### src/rtl/uart_rx_pkg.sv
package uart_rx_pkg;
  localparam int DATA_W = 8;

  localparam int CLR_FULL   = 0;
  localparam int CLR_FRAME  = 1;
  localparam int CLR_OVR    = 2;
  localparam int CLR_NOISE  = 3;
  localparam int CLR_PARITY = 4;
  localparam int CLR_W      = 5;

  typedef enum logic [2:0] {
    ST_IDLE, ST_START, ST_DATA, ST_PAR, ST_STOP
  } rxState_e;

  // strobes from the bit-timing control to the character datapath
  typedef struct packed {
    logic charStart;  // start bit confirmed at its centre
    logic dataBit;    // data bit decided
    logic parBit;     // parity bit decided
    logic stopBit;    // stop bit decided, character complete
    logic noiseHit;   // centre samples disagreed
    logic value;      // voted bit value
  } rxStrobe_t;
endpackage

### src/rtl/uart_rx_ctrl.sv
module uart_rx_ctrl
  import uart_rx_pkg::*;
#(
  parameter int DIV_W = 16,
  parameter int OSR   = 16
) (
  input  logic             clk,
  input  logic             rstN,
  input  logic             rxLine,
  input  logic [DIV_W-1:0] baudDiv,
  input  logic             rxEnable,
  input  logic             parityEn,
  input  logic             wordLen8,
  output rxStrobe_t        strb
);
  localparam int CNT_W = $clog2(OSR);
  localparam int MID   = OSR / 2;

  logic [1:0]       syncQ;
  logic             rxS;
  logic [DIV_W-1:0] preCnt;
  logic             tick;
  logic [CNT_W-1:0] smpCnt;
  logic [1:0]       vote;
  logic [2:0]       bitIdx;
  logic [2:0]       lastBit;
  logic             majority;
  logic             noisy;
  logic             midPt;
  rxState_e         state;

  assign rxS = syncQ[1];

  always_ff @(posedge clk or negedge rstN) begin
    if (!rstN) syncQ <= 2'b11;
    else       syncQ <= {syncQ[0], rxLine};
  end

  assign tick = (preCnt == baudDiv);

  always_ff @(posedge clk or negedge rstN) begin
    if (!rstN)     preCnt <= '0;
    else if (tick) preCnt <= '0;
    else           preCnt <= preCnt + 1'b1;
  end

  assign majority = (vote[0] & vote[1]) | (vote[0] & rxS) | (vote[1] & rxS);
  assign noisy    = !((vote[0] == vote[1]) && (vote[1] == rxS));
  assign midPt    = rxEnable && tick && (state != ST_IDLE) &&
                    (smpCnt == CNT_W'(MID + 1));
  assign lastBit  = wordLen8 ? 3'd7 : 3'd6;

  always_ff @(posedge clk or negedge rstN) begin
    if (!rstN) begin
      state  <= ST_IDLE;
      smpCnt <= '0;
      vote   <= '0;
      bitIdx <= '0;
    end else if (!rxEnable) begin
      state  <= ST_IDLE;
      smpCnt <= '0;
    end else if (tick) begin
      if (state == ST_IDLE) begin
        if (!rxS) begin
          state  <= ST_START;
          smpCnt <= CNT_W'(1);
        end
      end else begin
        smpCnt <= smpCnt + 1'b1;
        if (smpCnt == CNT_W'(MID - 1)) vote[0] <= rxS;
        if (smpCnt == CNT_W'(MID))     vote[1] <= rxS;
        if (midPt && ((state == ST_START && majority) || state == ST_STOP)) begin
          state  <= ST_IDLE;
          smpCnt <= '0;
        end else if (smpCnt == CNT_W'(OSR - 1)) begin
          smpCnt <= '0;
          case (state)
            ST_START: begin
              state  <= ST_DATA;
              bitIdx <= '0;
            end
            ST_DATA: begin
              if (bitIdx == lastBit) state <= parityEn ? ST_PAR : ST_STOP;
              else                   bitIdx <= bitIdx + 1'b1;
            end
            ST_PAR:  state <= ST_STOP;
            default: state <= ST_IDLE;
          endcase
        end
      end
    end
  end

  always_comb begin
    strb           = '0;
    strb.value     = majority;
    strb.noiseHit  = midPt && noisy;
    strb.charStart = midPt && (state == ST_START) && !majority;
    strb.dataBit   = midPt && (state == ST_DATA);
    strb.parBit    = midPt && (state == ST_PAR);
    strb.stopBit   = midPt && (state == ST_STOP);
  end
endmodule

### src/rtl/uart_rx_data.sv
module uart_rx_data
  import uart_rx_pkg::*;
#(
  parameter int DEPTH = 4,
  parameter int LEN_W = $clog2(DEPTH)
) (
  input  logic              clk,
  input  logic              rstN,
  input  rxStrobe_t         strb,
  input  logic              parityOdd,
  input  logic              wordLen8,
  input  logic              lockMode,
  input  logic              uartMode,
  input  logic              cfgWrite,
  input  logic [LEN_W-1:0]  lenCode,
  input  logic [CLR_W-1:0]  clrMask,
  input  logic [LEN_W-1:0]  rdIdx,
  output logic [DATA_W-1:0] rdData,
  output logic [LEN_W-1:0]  curLen,
  output logic              bufFull,
  output logic              frameErr,
  output logic              overrun,
  output logic              noiseErr,
  output logic              parityErr
);
  logic [DATA_W-1:0] shReg;
  logic              parAcc;
  logic [LEN_W-1:0]  wrPtr;
  logic [LEN_W-1:0]  lenQ;
  logic [DATA_W-1:0] charByte;
  logic              storeEn;
  logic              parMiss;
  logic [DATA_W-1:0] slotQ [DEPTH];

  assign charByte = wordLen8 ? shReg : {1'b0, shReg[DATA_W-1:1]};
  assign storeEn  = strb.stopBit && !(bufFull && lockMode);
  assign parMiss  = strb.parBit && ((parAcc ^ strb.value) != parityOdd);
  assign curLen   = lenQ;
  assign rdData   = slotQ[rdIdx];

  always_ff @(posedge clk or negedge rstN) begin
    if (!rstN) begin
      shReg  <= '0;
      parAcc <= 1'b0;
    end else if (strb.charStart || strb.stopBit) begin
      shReg  <= '0;
      parAcc <= 1'b0;
    end else if (strb.dataBit) begin
      shReg  <= {strb.value, shReg[DATA_W-1:1]};
      parAcc <= parAcc ^ strb.value;
    end
  end

  always_ff @(posedge clk or negedge rstN) begin
    if (!rstN)                      lenQ <= '0;
    else if (cfgWrite && uartMode)  lenQ <= lenCode;
  end

  always_ff @(posedge clk or negedge rstN) begin
    if (!rstN) begin
      bufFull <= 1'b0;
      wrPtr   <= '0;
    end else begin
      if (clrMask[CLR_FULL]) begin
        bufFull <= 1'b0;
        wrPtr   <= '0;
      end
      if (storeEn) begin
        if (wrPtr >= lenQ) begin
          bufFull <= 1'b1;
          wrPtr   <= '0;
        end else begin
          wrPtr <= wrPtr + 1'b1;
        end
      end
    end
  end

  for (genvar g = 0; g < DEPTH; g++) begin : gSlot
    logic [DATA_W-1:0] q;
    always_ff @(posedge clk or negedge rstN) begin
      if (!rstN)                                  q <= '0;
      else if (storeEn && wrPtr == LEN_W'(g))     q <= charByte;
    end
    assign slotQ[g] = q;
  end

  always_ff @(posedge clk or negedge rstN) begin
    if (!rstN) begin
      frameErr  <= 1'b0;
      overrun   <= 1'b0;
      noiseErr  <= 1'b0;
      parityErr <= 1'b0;
    end else begin
      if (clrMask[CLR_FRAME])  frameErr  <= 1'b0;
      if (clrMask[CLR_OVR])    overrun   <= 1'b0;
      if (clrMask[CLR_NOISE])  noiseErr  <= 1'b0;
      if (clrMask[CLR_PARITY]) parityErr <= 1'b0;
      if (strb.stopBit && !strb.value) frameErr  <= 1'b1;
      if (strb.stopBit && bufFull)     overrun   <= 1'b1;
      if (strb.noiseHit)               noiseErr  <= 1'b1;
      if (parMiss)                     parityErr <= 1'b1;
    end
  end
endmodule

### src/rtl/uart_rx_buf.sv
module uart_rx_buf
  import uart_rx_pkg::*;
#(
  parameter int DIV_W = 16,
  parameter int OSR   = 16,
  parameter int DEPTH = 4,
  parameter int LEN_W = $clog2(DEPTH)
) (
  input  logic              clk,
  input  logic              rstN,
  input  logic              rxLine,
  input  logic [DIV_W-1:0]  baudDiv,
  input  logic              rxEnable,
  input  logic              parityEn,
  input  logic              parityOdd,
  input  logic              wordLen8,
  input  logic              lockMode,
  input  logic              uartMode,
  input  logic              cfgWrite,
  input  logic [LEN_W-1:0]  lenCode,
  input  logic [CLR_W-1:0]  clrMask,
  input  logic [LEN_W-1:0]  rdIdx,
  output logic [DATA_W-1:0] rdData,
  output logic [LEN_W-1:0]  curLen,
  output logic              bufFull,
  output logic              frameErr,
  output logic              overrun,
  output logic              noiseErr,
  output logic              parityErr
);
  rxStrobe_t strb;

  uart_rx_ctrl #(.DIV_W(DIV_W), .OSR(OSR)) u_ctrl (
    .clk(clk), .rstN(rstN), .rxLine(rxLine), .baudDiv(baudDiv),
    .rxEnable(rxEnable), .parityEn(parityEn), .wordLen8(wordLen8),
    .strb(strb)
  );

  uart_rx_data #(.DEPTH(DEPTH), .LEN_W(LEN_W)) u_data (
    .clk(clk), .rstN(rstN), .strb(strb), .parityOdd(parityOdd),
    .wordLen8(wordLen8), .lockMode(lockMode), .uartMode(uartMode),
    .cfgWrite(cfgWrite), .lenCode(lenCode), .clrMask(clrMask),
    .rdIdx(rdIdx), .rdData(rdData), .curLen(curLen), .bufFull(bufFull),
    .frameErr(frameErr), .overrun(overrun), .noiseErr(noiseErr),
    .parityErr(parityErr)
  );
endmodule

### config.mk
export PLATFORM = sky130hd
export DESIGN_NAME = uart_rx_buf
export DESIGN_NICKNAME = d
export VERILOG_FILES = /design/src/rtl/uart_rx_pkg.sv /design/src/rtl/uart_rx_ctrl.sv /design/src/rtl/uart_rx_data.sv /design/src/rtl/uart_rx_buf.sv
export SDC_FILE = /design/constraint.sdc
export NUM_CORES = 1
export LEC_CHECK = 0
export BUFFER_PORTS_ARGS = -buffer_cell sky130_fd_sc_hd__buf_2
export CORE_ASPECT_RATIO = 0.9
export CORE_MARGIN = 1.5
export CORE_UTILIZATION = 55
export DETAILED_ROUTE_END_ITERATION = 16
export PLACE_DENSITY = 0.79
export REMOVE_ABC_BUFFERS = 1
export SYNTH_ARGS = -nofsm -noshare
export SYNTH_HDL_FRONTEND = slang
export SYNTH_HIERARCHICAL = 1
export SYNTH_SLANG_ARGS = --single-unit
### constraint.sdc
create_clock -name clk -period 6.43 [get_ports clk]
set_input_delay 0 -clock clk [delete_from_list [all_inputs] [get_ports clk]]
set_output_delay 0 -clock clk [all_outputs]
set_load 0.1 [all_outputs]
==> results of run 1 <==
[cell families after synthesis]
kind of cell	count (synthesis)
AOI/OAI and AO/OA	102
xor gates and xnor gates	30
adders and majority gates	13
buffers and inverters	41
DFF	80
muxes	32
and+or+nand+nor	107
[per-stage QoR]
step / cell area (µm²) / util (%)
floorplan: 4160 / -
global placement: 4530 / 60.0
detailed placement: 4530 / 60.0
CTS: 4800 / 63.6
global route: 4800 / 63.6
finish: 4800 / 63.6
[sequential cells by signal, summed over array words and instances, names as in the netlist]
register          cells
u_data/gSlot.q       32
u_ctrl/preCnt        16
u_data/shReg          8
u_ctrl/smpCnt         4
u_ctrl/bitIdx         3
u_ctrl/state          3
u_ctrl/syncQ          2
u_ctrl/vote           2
u_data/curLen         2
u_data/wrPtr          2
u_data/bufFull        1
u_data/frameErr       1
u_data/noiseErr       1
u_data/overrun        1
u_data/parAcc         1
u_data/parityErr      1
[worst max-delay path, stage by stage (launching register included)]
cell	delay, ns
dfrtp_1	0.44
xor2_1	0.19
nor4_2	0.37
nand4_2	0.23
or3_4	0.48
nor2_1	0.19
a21boi_4	0.77
and2_1	0.44
mux2_4	0.33
[routing by layer]
| metal | wire (µm) | vias to the layer above | global-route usage (%) |
|---|---|---|---|
| met4 | 89 | 0 | 6.15 |
| li1 | - | 1530 | - |
| met2 | 4000 | 93 | 35.2 |
| met3 | 434 | 8 | 5.96 |
| met5 | 0 | - | 0 |
| met1 | 4080 | 1550 | 31.3 |
[how the worst min path moves through the flow]
stage          slack, ns  cells after the start                to
2_1_floorplan      -0.30                      0  u_ctrl/bitIdx[0]
3_3_place_gp        0.11                      1   u_ctrl/syncQ[0]
3_5_place_dp        0.11                      1   u_ctrl/syncQ[0]
4_1_cts             0.01                      3  u_data/curLen[0]
5_1_grt             0.02                      3  u_data/curLen[0]
6_report            0.03                      3  u_data/curLen[0]
[layout make-up]
type | count | area share, %
repair buffers | 59 | 7.25
inverters | 17 | 1.33
well taps | 96 | 2.50
flip-flops and latches | 80 | 41.8
clock inverters | 3 | 0.391
multi-input cells | 284 | 43.6
clock buffers | 11 | 3.16
[cells in the final DEF (no fill, tap or decap), types with 5 or more instances in the layout]
| cell type | synthesis | routed |
|---|---|---|
| a21oi_1 | 65 | 65 |
| and2_1 | 7 | 7 |
| buf_2 | 8 | 48 |
| clkbuf_8 | 0 | 11 |
| dfrtp_1 | 78 | 78 |
| dlygate4sd3_1 | 0 | 10 |
| ha_1 | 13 | 13 |
| inv_1 | 17 | 17 |
| mux2_4 | 5 | 5 |
| mux2i_1 | 15 | 15 |
| mux4_2 | 8 | 8 |
| nand2_1 | 20 | 20 |
| nand2b_1 | 6 | 6 |
| nand3_1 | 6 | 6 |
| nor2_1 | 28 | 28 |
| nor3_1 | 6 | 6 |
| nor4_2 | 5 | 5 |
| o21ai_0 | 9 | 9 |
| or3_1 | 6 | 6 |
| xnor2_1 | 7 | 7 |
| xor2_1 | 23 | 23 |
[power groups by stage]
stage          Combinational, mW  Clock (mW)  Sequential (mW)
2_1_floorplan             0.0423           0            0.556
3_3_place_gp              0.0891           0            0.544
3_5_place_dp              0.0909           0            0.546
4_1_cts                   0.0959       0.335            0.536
5_1_grt                    0.105       0.352            0.538
6_report                  0.0946       0.322            0.537
[what timing repair did]
action | 4_1_cts | 5_1_grt
hold endpoints to repair | 89 | 0
setup buffers | 0 | 0
setup endpoints to repair | 0 | 0
hold buffers | 10 | 0
==> out/qor.yml, run 1 <==
status: "finished, final reports clean"
synthAdderAreaFrac_pct: 3.79
grt_pass1_wl_mm: 14.5
initial_core_util_pct: 56.8
yosys.area_share.simple_pct: 14.0
synth_area_leaders: "dfrtp_1 46%, a21oi_1 7.6%, xor2_1 4.7%, mux4_2 4.2%, ha_1 3.8%"
p_total_mw: 0.953
multi_input_area_mm2: 0.00209
antenna_cells: 0
p_comb_share_pct: 9.9
synth_compound_area_share_pct: 14.3
worst_pin_slew_ns: 0.967
cts_made_buffers: 9
period_share_pct: 55.5
crit_end: "u_data/gSlot[1].q[7]"
grt_start_max_net_pins: 81
clkTransAtPathRegs_ns: 0.08
grtUsageTotal_pct: 22.6
synth_common_cells: "78 x dfrtp_1, 65 x a21oi_1, 28 x nor2_1"
drtPass1Iterations: 5
area_growth_pct: 11.9
slew_headroom_pct: 35.5
p_int_mw: 0.712
placed_cells: 526
layout_min_cycle_time_ns: 3.57
path_class: "register to register"
die_h_um: 86.8
p_leak_nw: 2.24
clock_sinks: 80
hpwl_mm: 6.19
power.density_mw_per_mm2: 199
gp_congestion: 0.863
ctsResizeCount: 0
pwr-share-clk_pct: 33.8
htree_levels: 3
yosys.area.top_type: "dfrtp_1"
clock_skew_ns: 0.00832
layoutNonFillerInstCount: 550
clock_path_buffers: 2
drc: 0
muxShareOfSynthArea_pct: 10.5
rsz0062_at_grt: "no"
drv_slew: 0
startpoint: "u_ctrl/preCnt[3]"
io_buffers: 49
cp_data_required_time_ns: 6.65
routedWlPerCell_um: 15.6
power_frac_seq_pct: 56.3
r2r-start: "u_ctrl/preCnt[3]"
synthXorXnorAreaFrac_pct: 6.13
dieArea_mm2: 0.00834
fill_cells: 612
yosysSeqAreaShare_pct: 46.7
first_global_vias: 3164
finalWirelength_mm: 8.60
yosysUniqueCellTypes: 59
yosysTopAreaCellShare_pct: 45.5
synth_top_family_by_area: "compound AO/OA/AOI/OAI gates"
seq_area_mm2: 0.00200
avgSynthCellArea_um2: 10.6
die_w_um: 96.1
min_from: "uartMode"
hold_path.class: "primary input to register"
synth-seq-cells: 80
final_nets: 499
r2r-end: "u_data/gSlot[1].q[7]"
yosysMostFrequentCell: "dfrtp_1"
viasPerCell: 5.78
pre_cts_ws_ns: 2.96
ys.flop_type: "dfrtp_1"
hold_violations: 0
fmax_ghz: 0.280
reg2reg_depth: 8
syn-cell-area_mm2: 0.00429
grt_antenna_before_repair: 0
root_buffer: "clkbuf_8"
setup_viol: 0
fin_ws_ns: 2.86
synth_edf_count: 0
yosys_warnings: 6
maxCapViolCount: 0
synthCells: 405
async_flop_share_pct: 100
cts_tree: "done"
r2r_setup_slack_ns: 2.86
fin_tns_setup_ns: 0
whs_ns: 0.0268
swShare_pct: 25.3
clk_latency_ns: 0.33
cp.arrival_ns: 3.79
critPathMaxFanout: 37
io_pins: 50
core_mm2: 0.00754
p_switching_mw: 0.241
drive_gt1_share_pct: 22.2
worst_setup_path_end_kind: "register"
drt_iter0_markers: 190
num_rows: 30
start_kind: "register"
grt_overflow: 0
ant_nets: 0
vdd_drop_max_uv: 137
vias: 3181
(Power assumes the default switching activity.)
==> run 2: changes to the inputs <==
==> constraint.sdc (replaced) <==
create_clock -name clk -period 3.3 [get_ports clk]
set_input_delay 0 -clock clk [delete_from_list [all_inputs] [get_ports clk]]
set_output_delay 0 -clock clk [all_outputs]
set_load 0.1 [all_outputs]
==> run 2 against run 1 <==
Net effect: sequential share of layout area fell by 1.0 points; global-route usage is 0.93 points higher; register-to-register slack worse by 2.7 ns; largest power group unchanged; core utilization up 1.6 points; critical path type unchanged; flip-flop and latch count is the same; worst hold slack got worse by 0.016 ns; sequential power rose by 96%; setup slack got worse by 2.7 ns; critical endpoint is now u_data/bufFull.
==> out/qor.yml, run 2 (synthesis gave the netlist of run 1 again) <==
largest-register: "u_data/gSlot.q"  # unchanged
placed_cells: 532  # was 526
maxCapViolCount: 0  # unchanged
die_h_um: 86.8  # unchanged
viasPerCell: 5.85  # was 5.78
hold_path.class: "primary input to register"  # unchanged
area_growth_pct: 14.6  # was 11.9%
num_rows: 30  # unchanged
largest_reg_flops: 32  # unchanged
mostFrequentLayoutCells: "78 x dfrtp_1, 65 x a21oi_1, 48 x buf_2"  # unchanged
ant_nets: 0  # unchanged
root_buffer: "clkbuf_8"  # unchanged
drtPass1Iterations: 5  # unchanged
slew_headroom_pct: 34.9  # was 35.5%
setup_viol: 0  # unchanged
min_from: "uartMode"  # unchanged
whs_path_depth: 3  # unchanged
core_mm2: 0.00754  # unchanged
grt_overflow: 0  # unchanged
fill_cells: 592  # was 612
fmax_ghz: 0.323  # was 0.280 GHz
antenna_cells: 0  # unchanged
routedWlPerCell_um: 16.4  # was 15.6 µm
status: "finished, final reports clean"  # unchanged
start_kind: "register"  # unchanged
layoutNonFillerInstCount: 563  # was 550
r2r_setup_slack_ns: 0.20  # was 2.86 ns
grt_pass1_wl_mm: 14.8  # was 14.5 mm
critPathMaxFanout: 7  # was 37
clock_skew_ns: 0.0102  # was 0.00832 ns
finalWirelength_mm: 9.22  # was 8.60 mm
layout_min_cycle_time_ns: 3.10  # was 3.57 ns
dieArea_mm2: 0.00834  # unchanged
die_w_um: 96.1  # unchanged
io_pins: 50  # unchanged
r2r-end: "u_data/bufFull"  # was u_data/gSlot[1].q[7]
io_buffers: 49  # unchanged
final_nets: 510  # was 499
worst_setup_path_end_kind: "register"  # unchanged
p_leak_nw: 2.31  # was 2.24 nW
grtUsageTotal_pct: 23.5  # was 22.6%
drt_iter0_markers: 249  # was 190
r2r-start: "u_ctrl/preCnt[3]"  # unchanged
hold_violations: 0  # unchanged
hpwl_mm: 6.31  # was 6.19 mm
cp.arrival_ns: 3.38  # was 3.79 ns
period_share_pct: 93.8  # was 55.5%
drc: 0  # unchanged
cts_made_buffers: 9  # unchanged
htree_levels: 3  # unchanged
clkTransAtPathRegs_ns: 0.08  # about the same
finish.utilization_pct: 65.2  # was 63.6%
drv_slew: 0  # unchanged
first_global_vias: 3175  # was 3164
gp_congestion: 0.798  # was 0.863
hold_end: "u_data/curLen[0]"  # unchanged
grt_antenna_before_repair: 0  # unchanged
cp_data_required_time_ns: 3.59  # was 6.65 ns
drive_gt1_share_pct: 23.1  # was 22.2%
vdd_drop_max_uv: 265  # was 137 µV
rsz0062_at_grt: "no"  # unchanged
clock_path_buffers: 2  # unchanged
initial_core_util_pct: 56.8  # unchanged
worst_pin_slew_ns: 0.976  # was 0.967 ns
fin_tns_setup_ns: 0  # unchanged
top_regs: "u_data/gSlot.q (32), u_ctrl/preCnt (16), u_data/shReg (8)"  # unchanged
power.density_mw_per_mm2: 397  # was 199 mW/mm²
clk_latency_ns: 0.35  # was 0.33 ns
clock_sinks: 80  # unchanged
final_common_cell: "dfrtp_1"  # unchanged
grt_start_max_net_pins: 81  # unchanged
path_class: "register to register"  # unchanged
vias: 3294  # was 3181
cts_tree: "done"  # unchanged
reg2reg_depth: 9  # was 8
-- run 2: changes by cell type in the layout (fill, tap and decap cells not counted) --
cell,delta
clkinv_2,-2
nor4_4,+1
clkbuf_8,-1
buf_4,+9
clkbuf_1,+4
bufinv_16,+1
dlygate4sd3_1,+2
nor4_2,-1
-- run 2: critical path: stages (launching register included) --
cell and delay [ns]:
dfrtp_1 0.44, xor2_1 0.22, nor4_4 0.37, nand4_2 0.23, or3_4 0.47, nor2_1 0.23
a21boi_4 0.30, inv_1 0.07, o22ai_1 0.12, dlygate4sd3_1 0.56
-- run 2: how the worst max path moves through the flow --
stage                     start                    to  slack [ns]
6_report       u_ctrl/preCnt[3]        u_data/bufFull        0.20
5_1_grt        u_ctrl/preCnt[3]        u_data/bufFull       0.002
4_1_cts        u_ctrl/preCnt[3]        u_data/bufFull        0.09
3_5_place_dp   u_ctrl/preCnt[3]  u_data/gSlot[1].q[4]        0.23
3_3_place_gp   u_ctrl/preCnt[2]  u_data/gSlot[0].q[7]        0.46
2_1_floorplan  u_ctrl/preCnt[2]  u_data/gSlot[1].q[7]        0.30
-- run 2: report_power, final --
group	total, mW	switching, mW	internal [mW]
logic	0.197	0.118	0.0786
clock network	0.708	0.334	0.373
registers	1.05	0.0388	1.01
total	1.95	0.491	1.46
-- run 2: per-stage QoR --
stage               power (mW)  instance area (µm²)  hold slack [ns]  setup WS [ns]
floorplan                 1.17                 4160           -0.296          0.295
global placement          1.23                 4570            0.107          0.460
detailed placement        1.25                 4570            0.107          0.226
CTS                       1.97                 4880          0.00721         0.0870
global route              2.03                 4920          0.00188        0.00215
finish                    1.95                 4920           0.0111          0.204
-- run 2: layout make-up --
type | instances | area (µm²) | share of cell area (%)
Multi-Input combinational cell | 284 | 2100 | 42.7
Inverter | 17 | 63.8 | 1.30
Sequential cell | 80 | 2000 | 40.8
Clock buffer | 14 | 153 | 3.11
Timing Repair Buffer | 70 | 435 | 8.86
Clock inverter | 2 | 38.8 | 0.789
Tap cell | 96 | 120 | 2.44
-- run 2: routing by layer --
metal | track usage (%) | share of wire [%]
met3 | 4.74 | 4.7
met1 | 31.9 | 43
met2 | 36.9 | 50
met5 | 0 | 0
met4 | 9.76 | 2.0
-- run 2: repair_timing --
action                                  4_1_cts  5_1_grt
hold endpoints to repair                     92        0
resized for setup                             0        1
hold buffers                                 12        0
endpoints found under the setup margin        0        6
buffers inserted                              0        3
